## src/rtl/bbm_sel_pkg.sv

```systemverilog
package bbm_sel_pkg;

    typedef enum logic {
        PH_GAP = 1'b0,
        PH_ON  = 1'b1
    } phase_e;

    localparam int MAX_CODE_W = 16;

    function automatic logic [MAX_CODE_W-1:0] gray_to_bin(input logic [MAX_CODE_W-1:0] g);
        logic [MAX_CODE_W-1:0] b;
        b[MAX_CODE_W-1] = g[MAX_CODE_W-1];
        for (int i = MAX_CODE_W - 2; i >= 0; i--) begin
            b[i] = b[i+1] ^ g[i];
        end
        return b;
    endfunction

endpackage

```

## src/rtl/bbm_code_conv.sv

```systemverilog
module bbm_code_conv
    import bbm_sel_pkg::*;
#(
    parameter int CODE_W  = 3,
    parameter bit GRAY_IN = 1'b0
) (
    input  logic [CODE_W-1:0] raw_i,
    output logic [CODE_W-1:0] bin_o
);

    generate
        if (GRAY_IN) begin : g_gray
            logic [MAX_CODE_W-1:0] wide;
            assign wide  = gray_to_bin(MAX_CODE_W'(raw_i));
            assign bin_o = wide[CODE_W-1:0];
        end else begin : g_bin
            assign bin_o = raw_i;
        end
    endgenerate

endmodule

```

## src/rtl/bbm_seq.sv

```systemverilog
module bbm_seq
    import bbm_sel_pkg::*;
#(
    parameter int CODE_W     = 3,
    parameter int DEAD       = 2,
    parameter int RESET_CODE = 0
) (
    input  logic              clk,
    input  logic              rst,
    input  logic              load,
    input  logic [CODE_W-1:0] code,
    output logic              live_d,
    output logic [CODE_W-1:0] code_d,
    output logic              busy_o
);

    localparam int CNT_W = (DEAD > 1) ? $clog2(DEAD) : 1;
    localparam logic [CNT_W-1:0] CNT_TOP = CNT_W'(DEAD - 1);

    phase_e            phase_q, phase_d;
    logic [CNT_W-1:0]  cnt_q, cnt_d;
    logic [CODE_W-1:0] tgt_q, tgt_d;

    always_comb begin
        phase_d = phase_q;
        cnt_d   = cnt_q;
        tgt_d   = tgt_q;
        live_d  = 1'b0;
        if (phase_q == PH_ON) begin
            if (load && code != tgt_q) begin
                phase_d = PH_GAP;
                cnt_d   = CNT_TOP;
                tgt_d   = code;
            end else begin
                live_d = 1'b1;
            end
        end else begin
            if (load) begin
                tgt_d = code;
            end
            if (cnt_q == '0) begin
                phase_d = PH_ON;
                live_d  = 1'b1;
            end else begin
                cnt_d = cnt_q - 1'b1;
            end
        end
    end

    assign code_d = tgt_d;
    assign busy_o = (phase_q == PH_GAP);

    always_ff @(posedge clk) begin
        if (rst) begin
            phase_q <= PH_GAP;
            cnt_q   <= CNT_TOP;
            tgt_q   <= CODE_W'(RESET_CODE);
        end else begin
            phase_q <= phase_d;
            cnt_q   <= cnt_d;
            tgt_q   <= tgt_d;
        end
    end


    same_code_hold_chk: assert property (@(posedge clk) disable iff (rst)
        (phase_q == PH_ON && load && code == tgt_q) |=> (phase_q == PH_ON && tgt_q == $past(tgt_q)));


    new_code_gap_chk: assert property (@(posedge clk) disable iff (rst)
        (phase_q == PH_ON && load && code != tgt_q) |=> (phase_q == PH_GAP && tgt_q == $past(code)));


    gap_latest_chk: assert property (@(posedge clk) disable iff (rst)
        (phase_q == PH_GAP && load) |=> (tgt_q == $past(code)));


    gap_count_chk: assert property (@(posedge clk) disable iff (rst)
        (phase_q == PH_GAP && cnt_q != '0) |=> (phase_q == PH_GAP && cnt_q == $past(cnt_q) - 1'b1));

endmodule

```

## src/rtl/bbm_drive.sv

```systemverilog
module bbm_drive #(
    parameter int CODE_W = 3
) (
    input  logic                  clk,
    input  logic                  rst,
    input  logic                  live_d,
    input  logic [CODE_W-1:0]     code_d,
    output logic [2**CODE_W-1:0]  en_o
);

    localparam int LINES = 2 ** CODE_W;

    generate
        for (genvar i = 0; i < LINES; i++) begin : g_line
            always_ff @(posedge clk) begin
                if (rst) begin
                    en_o[i] <= 1'b0;
                end else begin
                    en_o[i] <= live_d && (code_d == CODE_W'(i));
                end
            end
        end
    endgenerate


    single_hot_chk: assert property (@(posedge clk) disable iff (rst)
        $onehot0(en_o));


    break_first_chk: assert property (@(posedge clk) disable iff (rst)
        (en_o != '0 && $past(en_o) != '0) |-> (en_o == $past(en_o)));

endmodule

```

## src/rtl/bbm_switch_select.sv

```systemverilog
module bbm_switch_select #(
    parameter int CODE_W     = 3,
    parameter int DEAD       = 2,
    parameter int RESET_CODE = 0,
    parameter bit GRAY_IN    = 1'b0
) (
    input  logic                 clk,
    input  logic                 rst,
    input  logic                 load,
    input  logic [CODE_W-1:0]    code_in,
    output logic [2**CODE_W-1:0] sw_en,
    output logic                 busy
);

    logic [CODE_W-1:0] bin_code;
    logic              live_d;
    logic [CODE_W-1:0] code_d;

    bbm_code_conv #(.CODE_W(CODE_W), .GRAY_IN(GRAY_IN)) u_conv (
        .raw_i (code_in),
        .bin_o (bin_code)
    );

    bbm_seq #(.CODE_W(CODE_W), .DEAD(DEAD), .RESET_CODE(RESET_CODE)) u_seq (
        .clk    (clk),
        .rst    (rst),
        .load   (load),
        .code   (bin_code),
        .live_d (live_d),
        .code_d (code_d),
        .busy_o (busy)
    );

    bbm_drive #(.CODE_W(CODE_W)) u_drive (
        .clk    (clk),
        .rst    (rst),
        .live_d (live_d),
        .code_d (code_d),
        .en_o   (sw_en)
    );


    busy_quiet_chk: assert property (@(posedge clk) disable iff (rst)
        busy |-> (sw_en == '0));


    reset_state_chk: assert property (@(posedge clk)
        $past(rst) |-> (sw_en == '0 && busy));

endmodule

```

## config.mk

```make
export PLATFORM = sky130hd
export DESIGN_NAME = bbm_switch_select
export DESIGN_NICKNAME = d
export VERILOG_FILES = /design/src/rtl/bbm_sel_pkg.sv /design/src/rtl/bbm_code_conv.sv /design/src/rtl/bbm_seq.sv /design/src/rtl/bbm_drive.sv /design/src/rtl/bbm_switch_select.sv
export SDC_FILE = /design/constraint.sdc
export NUM_CORES = 1
export LEC_CHECK = 0
export BUFFER_PORTS_ARGS = -buffer_cell sky130_fd_sc_hd__buf_2
export CAP_MARGIN = 20
export CORE_AREA = 2 2 39 41
export DETAILED_ROUTE_END_ITERATION = 6
export DIE_AREA = 0 0 41 43
export PLACE_DENSITY = 0.61
export SLEW_MARGIN = 20
export SYNTH_ARGS = -nofsm -noshare
export SYNTH_HDL_FRONTEND = slang
export SYNTH_HIERARCHICAL = 1
export SYNTH_SLANG_ARGS = --single-unit
```

## constraint.sdc

```tcl
create_clock -name clk -period 1.7 [get_ports clk]
set_input_delay 0.085 -clock clk [delete_from_list [all_inputs] [get_ports clk]]
set_output_delay 0.085 -clock clk [all_outputs]
set_load 0.1 [all_outputs]
```

==> results of run 1 <==
[sequential cells by signal, indices dropped and copies added, names as in the netlist]
register and count:
u_seq/tgt_q 3, u_seq/phase_q 1, u_seq/cnt_q 1, u_drive/en_o 8
[path summary, 6_finish.rpt]
check	start	endpoint	slack [ns]	cells after the start
worst max register to register	u_seq/tgt_q[0]	u_drive/en_o[1]	0.11	5
worst min-delay path	rst	u_seq/phase_q	0.07	2
worst max-delay path	u_seq/tgt_q[0]	u_drive/en_o[1]	0.11	5
worst min register to register	u_seq/phase_q	u_seq/phase_q	0.54	1
[cell usage after synthesis (2+ instances only)]
library cell / n
sky130_fd_sc_hd__a21oi_1: 3
sky130_fd_sc_hd__mux2_2: 3
sky130_fd_sc_hd__buf_4: 3
sky130_fd_sc_hd__dfxtp_1: 13
sky130_fd_sc_hd__nand2b_1: 2
sky130_fd_sc_hd__nor2b_1: 4
sky130_fd_sc_hd__nor3_1: 2
sky130_fd_sc_hd__xor2_1: 3
sky130_fd_sc_hd__nor2_1: 7
[through the flow]
stage	cell area, um2	power, mW	setup slack (ns)	hold WS (ns)
6_report	589.3	0.6470	0.1072	0.07045
5_1_grt	589.3	0.6837	0.03062	0.07371
4_1_cts	589.3	0.6586	0.09039	0.06570
3_5_place_dp	563.0	0.4701	0.1206	0.3632
3_3_place_gp	563.0	0.4700	0.1447	0.3615
2_1_floorplan	495.5	0.4497	0.2190	0.1496
[power breakdown]
group          total (mW)  internal, mW  leakage (nW)  switching [mW]
logic               0.134        0.0381         0.144          0.0959
registers           0.328         0.319         0.106         0.00851
clock network       0.185        0.0908        0.0150          0.0944
total               0.647         0.448         0.265           0.199
[metal layers]
layer,up-vias,GRT usage (%)
li1,185,-
met1,152,12.91
met2,10,15.00
met3,2,4.712
met4,0,10.00
met5,-,0
[kinds of logic after synthesis]
kind of cell,Yosys count
multiplexers,3
flip-flops,13
AND/OR/NAND/NOR,20
buffers and inverters,4
XOR/XNOR,3
AO/OA/AOI/OAI,5
[layout make-up]
class,instances,area share [%]
Clock buffer,4,4.459
Inverter,1,0.6369
Multi-Input combinational cell,31,35.46
Sequential cell,13,44.16
Tap cell,16,3.397
Timing Repair Buffer,14,11.89
==> results.txt, run 1 <==
From synthesis to final layout, the design area changed by 18.94%. For the number of nets with antenna violations after routing, the log shows 0. The required time reported for the critical path endpoint came out at 1.91 ns. After synthesis, flip-flops and latches occupy 52.53% of the total area. The post-placement cell count came out at 75.

Highest routed metal layer: met4. The logs give 0.001384 mm2 for the placeable core region and 349 for the total number of vias. For the final count of hold timing violations, the log shows 0.

At the end of the flow, the number of nets in the layout was 70. Yosys attributes the largest share of cell area to sky130_fd_sc_hd__dfxtp_1 53%, sky130_fd_sc_hd__mux2_2 6.8%, sky130_fd_sc_hd__nor2_1 5.3%. In this run, synthesis inferred 0 flip-flops with an integrated enable. Clock-pin slew was measured on the worst setup and hold paths at 0.08 ns.

Detailed placement ended at an HPWL of 578.4 um. Dividing the detail-routed wire length by the instance count gives 9.734 um. After detailed routing, the number of remaining DRC violations is 0. The run gives 14 as the standard-cell row count. The worst setup path is captured at a register. Counting flops with an async set or reset pin after synthesis yields a share of 0%. The timing-limited maximum frequency was 627.8 MHz; the slew at the pin closest to its max-slew limit was 0.4881 ns.

In the final layout, flip-flops and latches occupy 260.3 um2. After detailed routing, the met2 layer carries 358 um of wire. Largest vdd supply drop: 0.4778 mV. The logs give 209.0 um2 for the combined area of the multi-input logic cells and 0 for the count of antenna diodes in the layout. Yosys mapped the design onto 17 distinct sky130hd cell types. The run finished with clean final reports. CTS placed an instance of sky130_fd_sc_hd__clkbuf_4 at the clock tree root.

For this block, the routed nets add up to 769 um of wire. The largest single stage delay on the critical path is 0.42 ns. The final worst clock skew was 0.002354 ns; the number of buffers added by the clock tree synthesis step was 3.

Entering global routing, the biggest net connects 9 pins. Commonest non-fill, non-tap cell in the layout: sky130_fd_sc_hd__buf_2. Summing every instance area after synthesis gives 495.5 um2. The die covers 0.001763 mm2.

The effective utilization at floorplan came out at 35.80%. The fill cell total of the finished layout was 140; the buffers inserted during post-CTS setup optimization was 0. In the synthesized netlist, mux cells make up 6.818% of the area. For this run, the share of the core covered by cells in the final layout is 42.59%.

Across the run, the number of max-cap violations was 0. The first-pass GRT wire length is 1276 um. The tools report the count of final max-slew check failures as 0.

Buffers placed on the I/O ports in this run total 14. Number of global-route vias before repair: 338. The area fraction of the dominant cell type after synthesis is 52.53%, and the post-detailed-route via-to-cell ratio is 4.418. After clock tree synthesis, the flow added hold-fix buffers numbering 0. The number of nets in the synthesized netlist is 54.

The logs give 67.69% for the worst-case headroom to the max-slew limit and 53 um for the met3 wirelength from detailed routing. For the post-cts sizing count, the log shows 0. The height of the chip is 43 um. The kind of cell adding the most delay to the critical path is simple AND/OR/NAND/NOR gates. The setup-violating endpoint count in the final report was 0. For the initial antenna violation count, the log shows 0. TritonCTS built the clock tree.

The tools report the total grt overflow as 0. The clock latency on the worst-skew pair came out at 0.27 ns. The deepest level of the CTS H-tree was 1. The library cells used most frequently in the layout, excluding fill and tap cells, are 14 x sky130_fd_sc_hd__buf_2, 13 x sky130_fd_sc_hd__dfxtp_1, 7 x sky130_fd_sc_hd__nor2_1, 4 x sky130_fd_sc_hd__nor2b_1.

Dominant combinational cell family by area after synthesis: simple AND/OR/NAND/NOR gates. Dividing the final minimum period by the clock period gives 93.69%. The critical path contains buffers and inverters numbering 0 combined.

Of all nets on the critical path, the largest fanout is 4. The critical path is of the reg2reg type. For this run, the number of Yosys warnings is 6. The final cell count without fillers was 79. Subtracting the final worst setup slack from the clock period gives 1.593 ns.

The critical path startpoint category was a register. The cell area power density is 1098 mW/mm2, and the post-synthesis sequential element count is 13. The congestion estimate from routability-driven global placement came to 0.6053. Sum of negative setup slack: 0 ns.

The analysis attributes to cell leakage a power of 0.2654 nW. The synthesized netlist devotes 5.303% of its cell area to XOR and XNOR gates. The pre-antenna-repair detailed-routing pass consisted of 2 iterations.

Synthesis produced a netlist whose cell count is 48. The buffer depth of the longest clock path was 2; the compound-cell area share of the yosys netlist was 7.323%. In this run the worst hold path is classified as in2reg. The die is 41 um wide. Among all flip-flop cells after synthesis, the most frequent one is sky130_fd_sc_hd__dfxtp_1. The number of DRC violations after detailed-routing iteration 0 is 6. Summed over all instances, the cell type with the most area after synthesis is sky130_fd_sc_hd__dfxtp_1. Fraction of layout instances using a drive strength above 1: 38.10%.

Each instance of the synthesized netlist takes up on average 10.32 um2. Setup repair after global routing left no endpoint under its margin. The critical path goes through xor2_1 > o31a_1 > a21oi_1 > or3b_4 > nor2_1. The critical path's slowest cell was sky130_fd_sc_hd__or3b_4.

The detailed router put a total of 347 um of wire on met1. The all-layer global routing usage was 11.25%. The simple-gate share of the synthesized area was 22.73%.

For the data arrival time at the worst-slack endpoint, the log shows 1.80 ns. Summing the areas of all fa, ha and maj instances in the mapped netlist gives 0% of the synthesized area. The clock drives 13 sinks. 15 I/O pins were placed.
(Power assumes the default switching activity.)
==> run 2, diff against run 1 <==
--- a/config.mk
+++ b/config.mk
@@ -8,6 +8,8 @@
 export BUFFER_PORTS_ARGS = -buffer_cell sky130_fd_sc_hd__buf_2
 export CAP_MARGIN = 20
 export CORE_AREA = 2 2 39 41
+export CTS_BUF_LIST = sky130_fd_sc_hd__clkbuf_2 sky130_fd_sc_hd__clkbuf_4 sky130_fd_sc_hd__clkbuf_8
+export CTS_CLUSTER_SIZE = 40
 export DETAILED_ROUTE_END_ITERATION = 6
 export DIE_AREA = 0 0 41 43
 export PLACE_DENSITY = 0.61
==> run 2 against run 1 <==
Design area increased by 0.64%. Sequential cell count unchanged. Worst hold slack got worse by 0.00056 ns. Non-clock buffer count unchanged. Critical path depth unchanged. Critical path type unchanged. Clock-buffer cell count unchanged. Maximum frequency increased by 0.23%. Clock skew decreased by 0.0014 ns. Worst setup slack improved by 0.0036 ns.
==> results.txt, run 2 (synthesis gave the netlist of run 1 again) <==
In this run the remaining antenna-violating nets after routing total 0. The tools report the total grt overflow as 0. The routability-driven placement congestion ratio came out at 0.6053. Data on the critical path arrives at its endpoint at 1.79 ns.

In this run the count of I/O pins placed on the die edge is 15. At the pin with the least slew margin, the transition time is 0.4881 ns. Data on the critical path is required at its endpoint by 1.90 ns. The tools report the standard-cell row count as 14.

The first global-routing pass estimated 1276 um of wire. The core region is 0.001384 mm2. In the routed design, unresolved DRC markers number 0. The clock net in this run drives a total of 13 sinks. In the final layout, flip-flops and latches occupy 260.3 um2. Summing all multi-input logic gate instances after layout gives 209.0 um2. The minimum period implied by the final worst setup slack works out to 1.589 ns. The height of the chip was 43 um. The kind of cell adding the most delay to the critical path was simple AND/OR/NAND/NOR gates. The run gives 3 as the number of buffers added by the clock tree synthesis step. The sum of negative setup slack was 0 ns; the largest vdd supply drop was 0.5183 mV.

The leakage power summed over all cells came out at 0.2688 nW. The effective utilization at floorplan came out at 35.80%. The number of buffers and inverters on the critical path is 0.

The count of buffers inserted at the top-level ports works out to 14. Power share of the clock group: 30.0%. The worst setup path is launched from a register.

The tools report the count of final max-slew check failures as 0. Prior to clock tree synthesis, the placed netlist has a worst setup slack of 0.1206 ns. The initial antenna violation count came out at 0.

Entering global routing, the biggest net connects 9 pins. The largest registers in the layout are u_drive/en_o (8), u_seq/tgt_q (3). In the layout the commonest cells are 14 x sky130_fd_sc_hd__buf_2, 13 x sky130_fd_sc_hd__dfxtp_1, 7 x sky130_fd_sc_hd__nor2_1, 4 x sky130_fd_sc_hd__clkbuf_4, 4 x sky130_fd_sc_hd__nor2b_1. The width of the die was 41 um; the timing-limited maximum frequency was 629.3 MHz. Sequential cells burn 49.7% of the power. For the worst-case headroom to the max-slew limit, the log shows 67.69%. More flip-flops sit in one register than any other, and that register is u_drive/en_o. The tools report the final worst clock skew as 0.0009844 ns.

Setup repair after global routing left no endpoint under its margin. The tools report the total die area as 0.001763 mm2. For the number of DRC violations after detailed-routing iteration 0, the log shows 4. The final layout contains 70 nets.

Commonest non-fill, non-tap cell in the layout: sky130_fd_sc_hd__buf_2. Detailed placement ended at an HPWL of 578.4 um. The clock latency on the worst-skew pair was 0.27 ns; the highest cell delay on the worst timing path was 0.42 ns.

The average wire per standard cell is 9.570 um, and the highest net fanout along the worst path is 4. Hold timing on the final database bottoms out at a slack of 0.06989 ns. Buffers inserted to repair hold after CTS numbered 0.

The run gives 20.3% as the logic gate share of total power. Walking the worst path, the cells encountered are xor2_1 > o31a_1 > a21oi_1 > or3b_4 > nor2_1. The cell sitting at the root of the clock tree is a sky130_fd_sc_hd__clkbuf_4. The post-route netlist has 39.68% of its cells at a drive strength greater than 1.

0 antenna diodes ended up in the layout. Dividing total power by cell area gives a power density of 1112 mW/mm2. The relative area change from synthesis to final layout is 19.70%.

For this design, the slowest cell found on the critical path is sky130_fd_sc_hd__or3b_4. After detailed routing, the number of vias per cell comes to 4.405. The category of the worst setup path capture point is a register. In this run the power spent charging and discharging nets is 195.3 uW. Max-cap violations in this run came to 0. The least setup slack across all paths after layout was 0.1108 ns; the flip-flop count of the largest register, all copies and words added was 8. Before antenna repair, the detailed router went through 2 iterations. Counting the fill cells in the layout gives 141. The total number of vias is 348. The run finished with clean final reports. Setup violations remaining at the end of the flow were counted as 0. The tools report the final count of hold timing violations as 0. The min-delay analysis places its worst path in the category in2reg. After clock tree synthesis, the clock-pin slew on the worst setup and hold paths is 0.07 ns. Cell internal power was estimated by the tool at 464.1 uW.

Kind of critical path: reg2reg. The buffer depth of the longest clock path came out at 2. In this run switching power makes up 29.62% of total power.

The number of global-route vias before repair is 338. TritonCTS built the clock tree. For the total wire length, the log shows 756 um. The run gives 1 as the deepest level of the CTS H-tree.

The buffers inserted during post-CTS setup optimization was 0; the post-cts sizing count was 0. Across every metal layer, demand over resource in global routing totals 11.25%. The utilization after layout was 42.86%. The part of the cycle the worst path needs is 93.48%.
## run 2: cell types whose count changed in the layout (fill, tap and decap cells not counted)
cell / delta
sky130_fd_sc_hd__clkbuf_1: -1
sky130_fd_sc_hd__clkbuf_4: +1
## run 2: final cells by class
cell class                 count  share of cell area (%)
timing repair buffer          14                   11.81
clock buffer                   4                   5.063
sequential                    13                   43.88
multi-input combinational     31                   35.23
tap                           16                   3.376
inverter                       1                  0.6329
## run 2: through the flow
step	instance area [um2]	total power, mW	instances
after floorplan	495.5	0.4497	48
after global placement	563.0	0.4700	75
after detailed placement	563.0	0.4701	75
after CTS	593.1	0.6730	79
after global routing	593.1	0.6997	79
final	593.1	0.6594	79
## run 2: power groups by stage
stage | registers [mW] | clock network (mW) | logic [mW]
final | 0.328 | 0.198 | 0.134
after global routing | 0.330 | 0.226 | 0.144
after CTS | 0.328 | 0.210 | 0.135
after detailed placement | 0.335 | 0 | 0.135
after global placement | 0.335 | 0 | 0.135
after floorplan | 0.374 | 0 | 0.0759
## run 2: worst paths after layout
kind	startpoint	to	slack, ns	cells past startpoint
worst max-delay path	u_seq/tgt_q[0]	u_drive/en_o[1]	0.11	5
worst min-delay path	rst	u_seq/phase_q	0.07	2
worst max register to register	u_seq/tgt_q[0]	u_drive/en_o[1]	0.11	5
worst min register to register	u_seq/phase_q	u_seq/phase_q	0.54	1
## run 2: routing by layer
layer | vias to the layer above | track usage [%] | share of wire (%)
met5 | - | 0 | 0
met4 | 0 | 10.00 | 1.3
met3 | 2 | 4.712 | 7.0
met2 | 10 | 15.00 | 47
met1 | 150 | 12.91 | 45
li1 | 186 | - | -
